### src/rtl/blkmove_seq.sv
module blkmove_seq #(
  parameter int AW = 16,
  parameter int DW = 8,
  parameter int T_FINAL = 16,
  parameter int T_LOOP = 21
) (
  input  logic          clk,
  input  logic          rst_n,
  input  logic          start,
  input  logic [2:0]    op,
  input  logic [DW-1:0] a_in,
  input  logic [DW-1:0] f_in,
  input  logic [AW-1:0] bc_in,
  input  logic [AW-1:0] de_in,
  input  logic [AW-1:0] hl_in,
  input  logic [AW-1:0] pc_in,
  input  logic [AW-1:0] mptr_in,
  input  logic [DW-1:0] mem_rdata,
  output logic [AW-1:0] mem_addr,
  output logic          mem_rd,
  output logic          mem_wr,
  output logic [DW-1:0] mem_wdata,
  output logic [DW-1:0] f_out,
  output logic [AW-1:0] bc_out,
  output logic [AW-1:0] de_out,
  output logic [AW-1:0] hl_out,
  output logic [AW-1:0] pc_out,
  output logic [AW-1:0] mptr_out,
  output logic [4:0]    tstates,
  output logic          done
);
  typedef enum logic [2:0] {S_IDLE, S_READ, S_XFER, S_UPD, S_DONE} st_t;
  st_t st;

  logic [2:0]    op_l;
  logic [DW-1:0] a_l, f_l, dat;
  logic [AW-1:0] bc_l, de_l, hl_l, pc_l, mp_l;

  wire cmp = op_l[0];
  wire dn  = op_l[1];
  wire rpt = op_l[2];

  wire [AW-1:0] bc_nx = bc_l - 1'b1;
  wire          bcnz  = |bc_nx;
  wire [AW-1:0] hl_nx = dn ? hl_l - 1'b1 : hl_l + 1'b1;
  wire [AW-1:0] de_nx = cmp ? de_l : (dn ? de_l - 1'b1 : de_l + 1'b1);

  wire [DW-1:0] sum = dat + a_l;
  wire [DW-1:0] dif = a_l - dat;
  wire          hc  = a_l[3:0] < dat[3:0];
  wire          zr  = (dif == '0);
  wire [DW-1:0] nn  = dif - {{(DW-1){1'b0}}, hc};

  wire [DW-1:0] xy_cpy = (sum & 8'h08) | ((sum & 8'h02) << 4);
  wire [DW-1:0] xy_cmp = (nn & 8'h08) | ((nn & 8'h02) << 4);
  wire [DW-1:0] f_cpy  = (f_l & 8'hC1) | xy_cpy | {5'b0, bcnz, 2'b0};
  wire [DW-1:0] f_cmp  = (f_l & 8'h01) | xy_cmp |
                         {dif[7], zr, 1'b0, hc, 1'b0, bcnz, 1'b1, 1'b0};

  wire again = rpt & bcnz & ~(cmp & zr);

  logic [AW-1:0] mp_nx;
  always_comb begin
    if (again)     mp_nx = pc_l - 1'b1;
    else if (!cmp) mp_nx = mp_l;
    else if (!dn)  mp_nx = rpt ? pc_l : pc_l - 1'b1;
    else           mp_nx = rpt ? pc_l - 2'd2 : mp_l - 1'b1;
  end

  assign mem_rd    = (st == S_READ);
  assign mem_wr    = (st == S_XFER) & ~cmp;
  assign mem_addr  = (st == S_XFER) ? de_l : hl_l;
  assign mem_wdata = mem_rdata;
  assign done      = (st == S_DONE);

  always_ff @(posedge clk) begin
    if (!rst_n) begin
      st <= S_IDLE;
      op_l <= '0; a_l <= '0; f_l <= '0; dat <= '0;
      bc_l <= '0; de_l <= '0; hl_l <= '0; pc_l <= '0; mp_l <= '0;
      f_out <= '0; bc_out <= '0; de_out <= '0; hl_out <= '0;
      pc_out <= '0; mptr_out <= '0; tstates <= '0;
    end else begin
      case (st)
        S_IDLE: if (start) begin
          op_l <= op; a_l <= a_in; f_l <= f_in;
          bc_l <= bc_in; de_l <= de_in; hl_l <= hl_in;
          pc_l <= pc_in; mp_l <= mptr_in;
          st <= S_READ;
        end
        S_READ: st <= S_XFER;
        S_XFER: begin
          dat <= mem_rdata;
          st <= S_UPD;
        end
        S_UPD: begin
          f_out    <= cmp ? f_cmp : f_cpy;
          bc_out   <= bc_nx;
          de_out   <= de_nx;
          hl_out   <= hl_nx;
          pc_out   <= again ? pc_l - 2'd2 : pc_l;
          mptr_out <= mp_nx;
          tstates  <= again ? 5'(T_LOOP) : 5'(T_FINAL);
          st <= S_DONE;
        end
        default: st <= S_IDLE;
      endcase
    end
  end
endmodule

### config.mk
export PLATFORM = sky130hd
export DESIGN_NAME = blkmove_seq
export DESIGN_NICKNAME = d
export VERILOG_FILES = /design/src/rtl/blkmove_seq.sv
export SDC_FILE = /design/constraint.sdc
export NUM_CORES = 1
export LEC_CHECK = 0
export ABC_AREA = 1
export BUFFER_PORTS_ARGS = -buffer_cell sky130_fd_sc_hd__buf_2
export CORE_MARGIN = 1
export CORE_UTILIZATION = 55
export DETAILED_ROUTE_END_ITERATION = 12
export PLACE_DENSITY = 0.77
export SETUP_SLACK_MARGIN = 0.4
export SYNTH_ARGS = -nofsm -noshare
export SYNTH_HDL_FRONTEND = slang
export SYNTH_SLANG_ARGS = --single-unit
### constraint.sdc
create_clock -name clk -period 3.2 [get_ports clk]
set_input_delay 0.16 -clock clk [delete_from_list [all_inputs] [get_ports clk]]
set_output_delay 0.16 -clock clk [all_outputs]
set_load 0.01 [all_outputs]
==> out/results.ini <==
[yosys]
yosys_warnings=0
synth_common_cells=337 x nand2_1, 232 x a21oi_1, 213 x inv_1
synthCells=1731
synthesis.area_um2=11500
synth_ff_type=dfxtp_1
synth_area_leaders=dfxtp_1 34%, nand2_1 11%, a21oi_1 10%
seq_area_frac_synth_pct=34.0
synth_top_area_share_pct=34.0
ys_types=48
synth_edf_count=0
ys_ff_latch=195
async_reset_ff_share_pct=0
avgSynthCellArea_um2=6.64
yosys.cell_count.top_type=nand2_1
synth_top_cell_by_area=dfxtp_1

[sta]
max_slew_margin_pct=41.0
finalMaxSlewViolations=0
timing.final.crit_period_ns=2.61
post-route-period-util_pct=81.5
finalClockSkew_ns=0.00994
finalHoldViolCount=0
tightest_slew_ns=0.883
fin_setup_tns_ns=0
finalSetupViolations=0
max_freq_mhz=383
grt_setup_unrepaired=true

[pwr]
p_leak_nw=6.61
combPwrFrac_pct=28.8
seqPwrFrac_pct=39.1
p_int_mw=4.48
vdd_drop_max_mv=0.313
total_power_mw=7.02
p_switching_mw=2.55
power_frac_clock_pct=32.1
p_per_area_nw_per_um2=521
sw_frac_of_total_pct=36.3

[status]
status=complete, no violations

[route]
wl_met1_mm=14.8
drtAntennaViolNets=0
drt_iter0_drc=850
drt-vias-per-instance=5.55
drc=0
wire_per_inst_um=16.0
wl_met3_mm=2.26
top_layer_used=met4
routed-via-count=12200
firstDrtPassIters=6
routed-wl-met2_mm=16.8
wl_mm=35.1

[clocking]
cts_sinks=195
clock_path_buffers=2
path_clk_slew_ns=0.08
clock_latency_ns=0.44
htree_num_levels=4
cts_buffers=17
tritoncts=yes
clockRootBuffer=clkbuf_16

[cells_and_area]
nets=2065
layout-drive-gt1-share_pct=16.2
syn2layout_area_growth_pct=17.4
diodes=0

[setup_path]
critPathKind=flop to flop
end_kind=flop
cp_data_arrival_time_ns=2.96
cp-start-kind=flop
cp_max_fo=15
cp_data_required_time_ns=3.55
r2r_slack_ns=0.59

[grt]
grt-ovfl-total=0
antenna_found_initial=0
grt_pass1_vias=10800
grt_pass1_wl_mm=54.4
grt_usage_pct=31.9
grt_max_degree=110

[placed_design]
io_buffers=222
place.gp.congestion=0.956
dp_hpwl_mm=24.8

[floorplan]
core_area_um2=20400
io_pins=230
row_count=52
die_y_um=147
dieArea_um2=21500
die_w_um=147
start_util_pct=56.4

[job]
max_cap_violations=0

[hold_path]
min_path_type=primary input to flop

cell usage in the layout (no fill, tap or decap), types with 5 or more instances in the layout:
cell,count
nor2_2,11
a31oi_1,7
dfxtp_1,193
xnor2_1,8
ha_1,44
nand2_1,336
nand3_1,109
inv_1,212
o21ai_0,193
nor3_1,8
dlygate4sd3_1,15
nand2_2,5
buf_4,17
a21oi_1,232
nor2_1,133
o211ai_1,12
clkbuf_16,19
inv_8,5
nand4_1,39
xor2_1,29
buf_2,221
flip-flops by register name, indices dropped and copies added, names as in the netlist:
register and cells:
f_out 8, de_out 16, a_l 8, pc_out 16
mptr_out 16, bc_out 16, tstates 2, st 3
op_l 3, hl_out 16, de_l 16, mp_l 16
hl_l 16, dat 8, f_l 3, pc_l 16
bc_l 16
routing by layer:
layer,vias to the layer above,GRT usage (%)
met5,-,0
met4,0,12.2
met3,76,4.75
met2,460,54.6
met1,5586,40.3
li1,6047,-
logic make-up after synthesis:
group | synth area share [%]
compound gates | 21.7
simple gates | 24.4
buf+inv | 11.6
flops | 34.0
other cells | 0.0326
fa+ha+maj | 5.31
xor+xnor | 2.96
cell type report:
type                       count  area [µm²]
tap                          270         338
clock buffer                  17         425
inverter                     217         818
timing repair buffer         258        1490
multi-input combinational   1219        6320
fill                        1869        6870
clock inverter                15         193
sequential                   195        3910
critical path, stage by stage (launching register included):
cell,delay [ns]
dfxtp_1,0.34
inv_1,0.06
ha_1,0.23
fa_2,0.55
nand2_1,0.05
inv_1,0.05
nand2_1,0.06
nor2_1,0.08
nand3_1,0.09
nor2_2,0.14
nand3_4,0.24
clkbuf_16,0.28
nand4_1,0.09
nand3_1,0.10
a21oi_1,0.15
path summary, 6_finish.rpt:
path / to / depth (start not counted) / start
max: mptr_out[1] / 14 / a_l[0]
min: mp_l[5] / 3 / mptr_in[5]
max reg2reg: mptr_out[1] / 14 / a_l[0]
min reg2reg: f_l[6] / 2 / f_l[6]
stage by stage:
stage	cells	setup slack [ns]	instance area, µm²	utilization (%)	hold WS (ns)
finish	2191	0.591	13500	66.3	0.00618
global route	2191	0.379	13500	66.3	0.0153
CTS	2183	0.590	13300	65.5	0.000877
detailed placement	2136	0.613	12600	61.8	0.443
global placement	2136	0.651	12600	61.8	0.436
floorplan	1732	0.613	11500	-	0.353
power groups by stage:
stage	clock [mW]	combinational, mW	sequential (mW)
final	2.25	2.03	2.75
after floorplan	0	1.44	2.76
after CTS	2.29	1.97	2.74
after global routing	2.39	2.27	2.76
after detailed placement	0	1.94	2.80
after global placement	0	1.91	2.79
repair_timing:
action	CTS	global route
endpoints found under the setup margin	0	33
hold endpoints to repair	15	0
gates resized for setup	0	11
setup buffers	0	3
hold buffers	15	0
Note: power is estimated with default switching activity, not from simulation.
